==> src/rtl/cart_bank_mapper.sv <==
module cart_bank_mapper (
  input  logic        clk,
  input  logic        rst_n,
  input  logic [15:0] cpu_addr,
  input  logic [7:0]  cpu_data,
  input  logic        cpu_wr,
  input  logic [12:0] ppu_addr,
  input  logic [4:0]  ser_ctrl,
  input  logic [4:0]  ser_chr_lo,
  input  logic [4:0]  ser_chr_hi,
  input  logic [4:0]  ser_prg,
  output logic [20:0] prg_addr,
  output logic [18:0] chr_addr,
  output logic [1:0]  mirr_sel
);

  logic [2:0] mode_q;
  logic [7:0] vchr [8];
  logic [7:0] vprg [2];
  logic       vmir;
  logic [7:0] bk [8];
  logic [7:0] bctl;
  logic       bmir;

  wire mode_hit = cpu_wr && cpu_addr >= 16'h4100 && cpu_addr <= 16'h7FFF
                  && cpu_addr[14] && cpu_addr[8];
  wire rom_wr   = cpu_wr && cpu_addr[15];
  wire nib_hit  = cpu_addr >= 16'hB000 && cpu_addr <= 16'hE003;
  wire [2:0] nib_idx = {cpu_addr[13:12] + 2'd1, cpu_addr[1] | cpu_addr[11]};

  always_ff @(posedge clk or negedge rst_n) begin
    if (!rst_n) begin
      mode_q <= 3'd0;
      for (int i = 0; i < 4; i++) vchr[i] <= 8'hFF;
      for (int i = 4; i < 8; i++) vchr[i] <= 8'(i);
      vprg[0] <= 8'h00;
      vprg[1] <= 8'h01;
      vmir    <= 1'b0;
      bk[0] <= 8'h00; bk[1] <= 8'h02; bk[2] <= 8'h04; bk[3] <= 8'h05;
      bk[4] <= 8'h06; bk[5] <= 8'h07; bk[6] <= 8'hFC; bk[7] <= 8'hFD;
      bctl <= 8'h00;
      bmir <= 1'b0;
    end else if (mode_hit) begin
      mode_q <= cpu_data[2:0];
    end else if (rom_wr) begin
      case (mode_q[1:0])
        2'd0: begin
          if (nib_hit) begin
            if (cpu_addr[0]) vchr[nib_idx][7:4] <= cpu_data[3:0];
            else             vchr[nib_idx][3:0] <= cpu_data[3:0];
          end else begin
            case (cpu_addr[15:12])
              4'h8: vprg[0] <= cpu_data;
              4'h9: vmir    <= cpu_data[0];
              4'hA: vprg[1] <= cpu_data;
              default: ;
            endcase
          end
        end
        2'd1: begin
          case ({cpu_addr[14:13], cpu_addr[0]})
            3'b000: bctl <= cpu_data;
            3'b001: bk[bctl[2:0]] <= cpu_data;
            3'b010: bmir <= cpu_data[0];
            default: ;
          endcase
        end
        default: ;
      endcase
    end
  end

  // PRG translation, 8 KB bank granularity
  logic [7:0] prg_bank;
  logic [3:0] sbank;
  assign sbank = ser_prg[3:0];

  always_comb begin
    prg_bank = 8'h00;
    case (mode_q[1:0])
      2'd0: case (cpu_addr[14:13])
        2'd0: prg_bank = vprg[0];
        2'd1: prg_bank = vprg[1];
        2'd2: prg_bank = 8'hFE;
        default: prg_bank = 8'hFF;
      endcase
      2'd1: case (cpu_addr[14:13])
        2'd0: prg_bank = bctl[6] ? 8'hFE : bk[6];
        2'd1: prg_bank = bk[7];
        2'd2: prg_bank = bctl[6] ? bk[6] : 8'hFE;
        default: prg_bank = 8'hFF;
      endcase
      default: begin
        if (!ser_ctrl[3])
          prg_bank = {3'b000, sbank[3:1], cpu_addr[14:13]};
        else if (ser_ctrl[2])
          prg_bank = {3'b000, cpu_addr[14] ? 4'hF : sbank, cpu_addr[13]};
        else
          prg_bank = {3'b000, cpu_addr[14] ? sbank : 4'h0, cpu_addr[13]};
      end
    endcase
  end

  assign prg_addr = {prg_bank, cpu_addr[12:0]};

  // CHR translation, 1 KB bank granularity
  logic [8:0] chr_bank;
  logic [2:0] win;
  logic [2:0] bwin;
  assign win  = ppu_addr[12:10];
  assign bwin = win ^ {bctl[7], 2'b00};

  always_comb begin
    chr_bank = 9'h000;
    case (mode_q[1:0])
      2'd0: chr_bank = {mode_q[2], vchr[win]};
      2'd1: case (bwin)
        3'd0: chr_bank = {mode_q[2], bk[0][7:1], 1'b0};
        3'd1: chr_bank = {mode_q[2], bk[0][7:1], 1'b1};
        3'd2: chr_bank = {mode_q[2], bk[1][7:1], 1'b0};
        3'd3: chr_bank = {mode_q[2], bk[1][7:1], 1'b1};
        default: chr_bank = {mode_q[2], bk[bwin - 3'd2]};
      endcase
      default: begin
        if (ser_ctrl[4])
          chr_bank = {2'b00, win[2] ? ser_chr_hi : ser_chr_lo, win[1:0]};
        else
          chr_bank = {2'b00, ser_chr_lo[4:1], win};
      end
    endcase
  end

  assign chr_addr = {chr_bank, ppu_addr[9:0]};

  always_comb begin
    case (mode_q[1:0])
      2'd0:    mirr_sel = {1'b1, vmir};
      2'd1:    mirr_sel = {1'b1, bmir};
      default: mirr_sel = ser_ctrl[1:0];
    endcase
  end

endmodule

==> config.mk <==
export PLATFORM = sky130hd
export DESIGN_NAME = cart_bank_mapper
export DESIGN_NICKNAME = d
export VERILOG_FILES = /design/src/rtl/cart_bank_mapper.sv
export SDC_FILE = /design/constraint.sdc
export NUM_CORES = 1
export LEC_CHECK = 0
export BUFFER_PORTS_ARGS = -buffer_cell sky130_fd_sc_hd__buf_2
export CAP_MARGIN = 20
export CORE_ASPECT_RATIO = 2
export CORE_MARGIN = 8
export CORE_UTILIZATION = 56
export CTS_CLUSTER_SIZE = 40
export DETAILED_ROUTE_END_ITERATION = 8
export GPL_TIMING_DRIVEN = 0
export PLACE_DENSITY = 0.78
export SLEW_MARGIN = 25
export SYNTH_ARGS = -nofsm -noshare
export SYNTH_HDL_FRONTEND = slang
export SYNTH_SLANG_ARGS = --single-unit
==> constraint.sdc <==
create_clock -name clk -period 6.1 [get_ports clk]
set_input_delay 0.305 -clock clk [delete_from_list [all_inputs] [get_ports clk]]
set_output_delay 0.305 -clock clk [all_outputs]
set_load 0.05 [all_outputs]
==> results.tsv, run 1 <==
stage	metric	value	unit
cells_and_area	final_layout_size_suffix_gt1_frac	0.597	
timing	maxSlewHeadroom	0.389	
clocking	cts_tree	done	
worst_setup_path	setup.worst_path.start_class	primary input	
route	drt_drc_violations_left	0	
synthesis	yosysSeqAreaShare	0.503	
global_route	grt_antenna_before_repair	0	
timing	final-setup-viol-count	0	
route	route.detailed.wl_per_inst	23.1	um
synthesis	yosysUniqueCellTypes	55	
worst_setup_path	worst_path_max_fanout	10	
route	postRouteAntennaNets	0	
timing	clock.fmax	0.327	GHz
floorplanning	die-area	18000	um^2
global_route	first_global_vias	5579	
floorplanning	floorplan.die.width	99.1	um
placement	port_buffers	81	
run_status	run_status	finished clean	
timing	hold_violations	0	
placement	dp_worst_setup_slack	3.01	ns
timing	final_setup_slack_of_the_worst_path	3.04	ns
power	vdd.ir_drop.worst	0.000219	V
worst_setup_path	endpoint_kind	primary output	
run	max_cap_violations	0	
worst_setup_path	crit_type	in -> out	
placement	gp_congestion	0.839	
route	via_total_after_detailed_routing	5167	
synthesis	ys.flop_type	sky130_fd_sc_hd__dfrtp_1	
clocking	worstSkewPairLatency	0.42	ns
synthesis	synthesized_netlist_net_count	622	
timing	grt_setup_unrepaired	false	
floorplanning	die_y	182	um
route	viasPerCell	6.19	
clocking	worst_setup_hold_path_clk_slew	0.06	ns
synthesis	syn-cell-area	7730	um^2
cells_and_area	stdcell_count	835	
cells_and_area	antenna-diode-count	0	
global_route	grt_pass1_wl	30800	um
timing	post-route-period-util	0.501	
route	drt_iter0_drc	334	
worst_setup_path	arrival	2.75	ns
power	pwr_density_cell	306	nW/um^2
power	internal_power	1.92	mW
power	total_switching_power	0.833	mW
floorplanning	site_rows	61	
synthesis	synthArstFlopShare	1.00	
synthesis	synth-edff-count	0	
synthesis	netlist_instances	562	
clocking	holdBufCountCts	1	
floorplanning	floorplan.io_pins	102	
synthesis	yosysWarningCount	0	
timing	worst_pin_slew	0.913	ns
synthesis	synth_seq_cells	152	
placement	placed_cell_area	8390	um^2
route	wirelength	19300	um
clocking	clock_sink_count	152	
placement	hpwlAfterDp	13700	um
timing	skew	0.0103	ns
timing	report.final.slew_viol_count	0	
worst_hold_path	worstHoldPathType	in -> reg	
timing	finalSetupTns	0	ns
power	power.share.clock	0.379	
clocking	clock_tree.root_cell	sky130_fd_sc_hd__clkbuf_16	
clocking	htree_levels	4	
floorplanning	core-area	13700	um^2
cells_and_area	finalNetCount	725	
synthesis	synth.avg_cell_area	13.7	um^2
power	seq_power_share	0.421	
cells_and_area	flow.area_growth_from_synthesis	16.3	%
floorplanning	initial_core_util	0.566	
power	power.switching_fraction	0.303	
clocking	postCtsSetupRepairBufs	0	
worst_setup_path	timing.critical_path.required	5.79	ns
global_route	grt_start_max_net_pins	64	
power	p_leak	4.02	nW
timing	period_minus_slack	3.06	ns
clocking	tritoncts.num_buffers	17	
power	combPwrFrac	0.200	
route	first_pass_iters	4	
cells_and_area	final_design_area_no_fill	8980	um^2
placement	place.detailed.instances	802	
clocking	cts.repair.resized	0	
clocking	clock_path_buffers	2	
global_route	total_routing_resource_utilization_after_global_routing	0.222	
global_route	globalRouteOverflowTotal	0	
## registers in the layout, indices dropped and copies added, names as in the netlist
name and flops:
vchr 64, bk 62, vprg 16, bctl 5
mode_q 3, bmir 1, vmir 1
## worst paths after layout
path | startpoint | depth (start not counted) | slack [ns] | endpoint
max | ppu_addr[12] | 6 | 3.04 | chr_addr[14]
min | cpu_data[6] | 2 | 0.13 | vprg[6]
max reg2reg | mode_q[1] | 5 | 3.73 | bk[38]
min reg2reg | bk[24] | 1 | 0.50 | bk[24]
max in group asynchronous | rst_n | 4 | 4.79 | bk[42]
min in group asynchronous | rst_n | 2 | 0.36 | vprg[1]
## metrics by stage
stage	power (mW)	hold WS [ns]	util
after global placement	1.70	0.467	0.610
after floorplan	1.56	0.00941	-
final	2.75	0.132	0.657
after global routing	2.85	0.131	0.657
after detailed placement	1.73	0.212	0.614
after CTS	2.77	0.122	0.657
## per-layer routing
layer | vias to the layer above | track usage | wire, um
met5 | - | 0 | 0
met4 | 0 | 0.107 | 629
met3 | 37 | 0.0405 | 1020
met2 | 183 | 0.365 | 9690
met1 | 2663 | 0.275 | 7920
li1 | 2284 | - | -
## power by group through the flow
stage / clock (mW) / combinational, mW / sequential, mW
detailed placement: 0 / 0.551 / 1.17
global route: 1.09 / 0.591 / 1.17
floorplan: 0 / 0.403 / 1.16
finish: 1.04 / 0.551 / 1.16
CTS: 1.06 / 0.553 / 1.16
global placement: 0 / 0.536 / 1.17
## cell usage after synthesis, types with 2 or more instances
cell | n | area, um^2
sky130_fd_sc_hd__nand3b_1 | 2 | 15.0
sky130_fd_sc_hd__nor3b_2 | 2 | 25.0
sky130_fd_sc_hd__a211oi_1 | 3 | 22.5
sky130_fd_sc_hd__xor2_1 | 2 | 17.5
sky130_fd_sc_hd__a21oi_1 | 17 | 85.1
sky130_fd_sc_hd__nor4_2 | 8 | 100
sky130_fd_sc_hd__nor2_1 | 26 | 97.6
sky130_fd_sc_hd__o31ai_1 | 4 | 30.0
sky130_fd_sc_hd__dfrtp_1 | 89 | 2230
sky130_fd_sc_hd__buf_1 | 7 | 26.3
sky130_fd_sc_hd__mux2i_1 | 16 | 160
sky130_fd_sc_hd__o2111ai_1 | 2 | 17.5
sky130_fd_sc_hd__o22ai_1 | 4 | 25.0
sky130_fd_sc_hd__o32ai_1 | 7 | 61.3
sky130_fd_sc_hd__mux2_4 | 8 | 120
sky130_fd_sc_hd__nand2_1 | 10 | 37.5
sky130_fd_sc_hd__and2_1 | 2 | 12.5
sky130_fd_sc_hd__nor3_2 | 2 | 20.0
sky130_fd_sc_hd__dfstp_2 | 63 | 1660
sky130_fd_sc_hd__buf_4 | 23 | 173
sky130_fd_sc_hd__or4_1 | 2 | 15.0
sky130_fd_sc_hd__clkbuf_1 | 27 | 101
sky130_fd_sc_hd__nand3_1 | 2 | 10.0
sky130_fd_sc_hd__nor2b_1 | 5 | 31.3
sky130_fd_sc_hd__nand2b_1 | 5 | 31.3
sky130_fd_sc_hd__mux4_2 | 23 | 518
sky130_fd_sc_hd__or2_2 | 3 | 18.8
sky130_fd_sc_hd__o221ai_1 | 2 | 17.5
sky130_fd_sc_hd__a22oi_1 | 2 | 15.0
sky130_fd_sc_hd__buf_6 | 2 | 22.5
sky130_fd_sc_hd__o21ai_0 | 9 | 45.0
sky130_fd_sc_hd__nor4_1 | 2 | 12.5
sky130_fd_sc_hd__mux2_2 | 148 | 1670
sky130_fd_sc_hd__buf_2 | 5 | 25.0
sky130_fd_sc_hd__a221o_1 | 4 | 40.0
sky130_fd_sc_hd__nor3_1 | 2 | 10.0
sky130_fd_sc_hd__nand4b_1 | 2 | 17.5
sky130_fd_sc_hd__a222oi_1 | 3 | 30.0
## layout by cell type, fill, tap and decap left out, drive strengths merged, types with 6 or more instances in the layout
master and count:
mux2 157, buf 120, dfrtp 89, dfstp 63, clkbuf 45, nor2 26
mux4 23, a21oi 17, mux2i 16, nor4 11, nand2 10, o21ai 9
o32ai 7, clkinv 6
## critical path: stages
cell                       delay (ns)
sky130_fd_sc_hd__clkbuf_1        0.46
sky130_fd_sc_hd__buf_1           0.59
sky130_fd_sc_hd__mux4_2          0.42
sky130_fd_sc_hd__a222oi_1        0.49
sky130_fd_sc_hd__o21ai_0         0.22
sky130_fd_sc_hd__buf_2           0.26
## logic make-up (layout without fill, tap and decap cells)
family	after synthesis	in the layout	synth area share
buffers and inverters	66	182	0.0460
DFF	152	152	0.503
xor gates and xnor gates	2	2	0.00227
AOI/OAI and AO/OA	65	65	0.0609
and+or+nand+nor	81	81	0.0679
muxes	196	196	0.320
## final cells by class
type / instances / area (um^2)
buffer: 64 / 348
tap: 157 / 196
clock inverter: 14 / 150
fill: 988 / 4680
inverter: 2 / 7.51
sequential: 152 / 3880
clock buffer: 18 / 429
timing repair buffer: 84 / 480
multi-input combinational: 344 / 3490
No activity file was read; power rests on OpenSTA's default activity.
==> run 2, diff against run 1 <==
- CORE_UTILIZATION: 56 -> 52
- PLACE_DENSITY: 0.78 -> 0.76
- clock period: 6.1 -> 2.5 ns (I/O delays scaled with it)
==> results.tsv, run 2 (synthesis results as in run 1) <==
stage	metric	value	unit	change
route	via_total_after_detailed_routing	5108		was 5167
timing	period_minus_slack	2.44	ns	
placement	hpwlAfterDp	13400	um	was 13700 um
cells_and_area	finalNetCount	725		unchanged
clocking	worst_setup_hold_path_clk_slew	0.07	ns	was 0.06 ns
route	postRouteAntennaNets	0		unchanged
placement	place.detailed.instances	839		was 802
timing	maxSlewHeadroom	0.367		was 0.389
floorplanning	initial_core_util	0.527		was 0.566
worst_setup_path	crit_path_start	vchr[12]		was ppu_addr[12]
run_status	run_status	finished clean		unchanged
cells_and_area	final.fill_count	1139		was 988
floorplanning	site_rows	63		was 61
worst_setup_path	rr_startpoint	mode_q[1]		unchanged
timing	grt_setup_unrepaired	false		unchanged
cells_and_area	final_layout_size_suffix_gt1_frac	0.612		was 0.597
worst_hold_path	worstHoldPathType	in -> reg		unchanged
global_route	grt_antenna_before_repair	0		unchanged
timing	skew	0.00738	ns	was 0.0103 ns
clocking	cts_tree	done		unchanged
worst_setup_path	timing.critical_path.to	chr_addr[14]		unchanged
placement	placed_cell_area	8410	um^2	was 8390 um^2
worst_setup_path	timing.critical_path.required	2.38	ns	was 5.79 ns
floorplanning	die_y	188	um	was 182 um
cells_and_area	layout_common_cells	148 x sky130_fd_sc_hd__mux2_2, 89 x sky130_fd_sc_hd__dfrtp_1, 85 x sky130_fd_sc_hd__buf_2		unchanged
global_route	total_routing_resource_utilization_after_global_routing	0.211		was 0.222
power	pwr_density_cell	758	nW/um^2	was 306 nW/um^2
worst_setup_path	arrival	2.32	ns	was 2.75 ns
worst_setup_path	worst_path_max_fanout	2		was 10
cells_and_area	sequential_cell_area_in_the_final_layout	3880	um^2	unchanged
clocking	tritoncts.num_buffers	17		unchanged
route	route.detailed.wl_per_inst	22.0	um	was 23.1 um
cells_and_area	mostFrequentLayoutCell	sky130_fd_sc_hd__mux2_2		unchanged
cells_and_area	flow.area_growth_from_synthesis	17.7	%	was 16.3%
run	max_cap_violations	0		unchanged
clocking	htree_levels	4		unchanged
worst_setup_path	setup.worst_path.start_class	flip-flop		was primary input
cells_and_area	final_design_area_no_fill	9090	um^2	was 8980 um^2
worst_setup_path	setup.reg_to_reg.worst_slack	0.11	ns	was 3.73 ns
cells_and_area	largest_registers	vchr x64, bk x62, vprg x16		unchanged
floorplanning	floorplan.io_pins	102		unchanged
worst_setup_path	endpoint_kind	primary output		unchanged
route	first_pass_iters	5		was 4
timing	worst_pin_slew	0.946	ns	was 0.913 ns
route	drt_drc_violations_left	0		unchanged
floorplanning	die-area	19300	um^2	was 18000 um^2
clocking	clock_tree.root_cell	sky130_fd_sc_hd__clkbuf_16		unchanged
floorplanning	floorplan.die.width	102	um	was 99.1 um
power	vdd.ir_drop.worst	0.000541	V	was 0.000219 V
timing	hold_violations	0		unchanged
global_route	globalRouteOverflowTotal	0		unchanged
global_route	first_global_vias	5455		was 5579
global_route	grt_start_max_net_pins	89		was 64
timing	report.final.slew_viol_count	0		unchanged
route	wirelength	19200	um	was 19300 um
cells_and_area	stdcell_count	873		was 835
floorplanning	core-area	14700	um^2	was 13700 um^2
clocking	worstSkewPairLatency	0.43	ns	was 0.42 ns
route	drt_iter0_drc	267		was 334
cells_and_area	multi_input_comb_area	3500	um^2	was 3490 um^2
timing	clock.fmax	0.409	GHz	
power	p_leak	4.07	nW	was 4.02 nW
worst_setup_path	crit_type	reg -> out		was in -> out
placement	gp_congestion	0.870		was 0.839
worst_setup_path	regToRegEndpoint	bk[36]		was bk[38]
cells_and_area	antenna-diode-count	0		unchanged
cells_and_area	regMostFlops	vchr		unchanged
clocking	clock_path_buffers	2		unchanged
cells_and_area	largest_register_ff_count	64		unchanged
global_route	grt_pass1_wl	30600	um	was 30800 um
clocking	clock_sink_count	152		unchanged
timing	post-route-period-util	0.977		
timing	final-setup-viol-count	0		unchanged
worst_setup_path	reg2regPathDepth	5		unchanged
placement	port_buffers	81		unchanged
route	viasPerCell	5.85		was 6.19
clocking	postCtsSetupRepairBufs	0		unchanged
[run 2: cell count changes in the layout (fill, tap and decap cells not counted), sizes merged]
| cell | previous run | this run |
|---|---|---|
| inv | 5 | 12 |
| clkinv | 6 | 3 |
| dlygate4sd3 | 1 | 3 |
| clkbuf | 45 | 43 |
| clkinvlp | 3 | 0 |
| buf | 120 | 119 |
[run 2: final cells by class]
type,count,share of cell area
Tap cell,195,0.0268
Clock buffer,17,0.0468
Timing Repair Buffer,85,0.0520
Inverter,2,0.000826
Multi-Input combinational cell,344,0.385
Buffer,63,0.0395
Clock inverter,15,0.0219
Sequential cell,152,0.427
[run 2: routing by layer]
metal,GRT usage,up-vias,share of wire
met3,0.0470,35,0.061
met1,0.260,2632,0.41
met4,0.0928,0,0.029
met5,0,-,0
met2,0.340,160,0.50
li1,-,2281,-
[run 2: through the flow]
stage	setup WS [ns]	setup TNS, ns	utilization	power (mW)	hold slack (ns)
floorplan	0.0166	0	-	3.81	-0.171
global placement	-0.813	-71.84	0.571	4.16	0.373
detailed placement	-0.228	-0.304	0.574	4.20	0.0986
CTS	0.0107	0	0.620	6.93	0.103
global route	0.00703	0	0.620	7.13	0.115
finish	0.0564	0	0.620	6.89	0.112
[run 2: worst min path at each step]
stage / startpoint / to / slack (ns) / cells past startpoint
final: cpu_data[3] / vprg[3] / 0.11 / 2
after global routing: cpu_data[3] / vprg[11] / 0.12 / 2
after CTS: cpu_data[3] / vprg[3] / 0.10 / 2
after detailed placement: rst_n / vchr[17] / 0.1 / 1
after global placement: cpu_data[6] / vprg[6] / 0.37 / 2
after floorplan: rst_n / bctl[0] / -0.17 / 0
[run 2: report_power, final]
group	internal, mW	switching [mW]	total (mW)
clock	1.54	1.18	2.72
combinational	0.496	0.855	1.35
sequential	2.71	0.111	2.82
[run 2: worst max-delay path, cell delays in order, from the launching register on]
cell and delay, ns:
sky130_fd_sc_hd__dfrtp_1 0.38, sky130_fd_sc_hd__mux4_2 0.49, sky130_fd_sc_hd__a222oi_1 0.60, sky130_fd_sc_hd__o21ai_1 0.16
sky130_fd_sc_hd__buf_2 0.25
[run 2: what timing repair did]
item	4_1_cts	5_1_grt
endpoints found under the setup margin	8	3
endpoints found under the hold margin	66	0
resized for setup	12	3
hold buffers	3	0
pin swaps	2	1
gates cloned	0	0
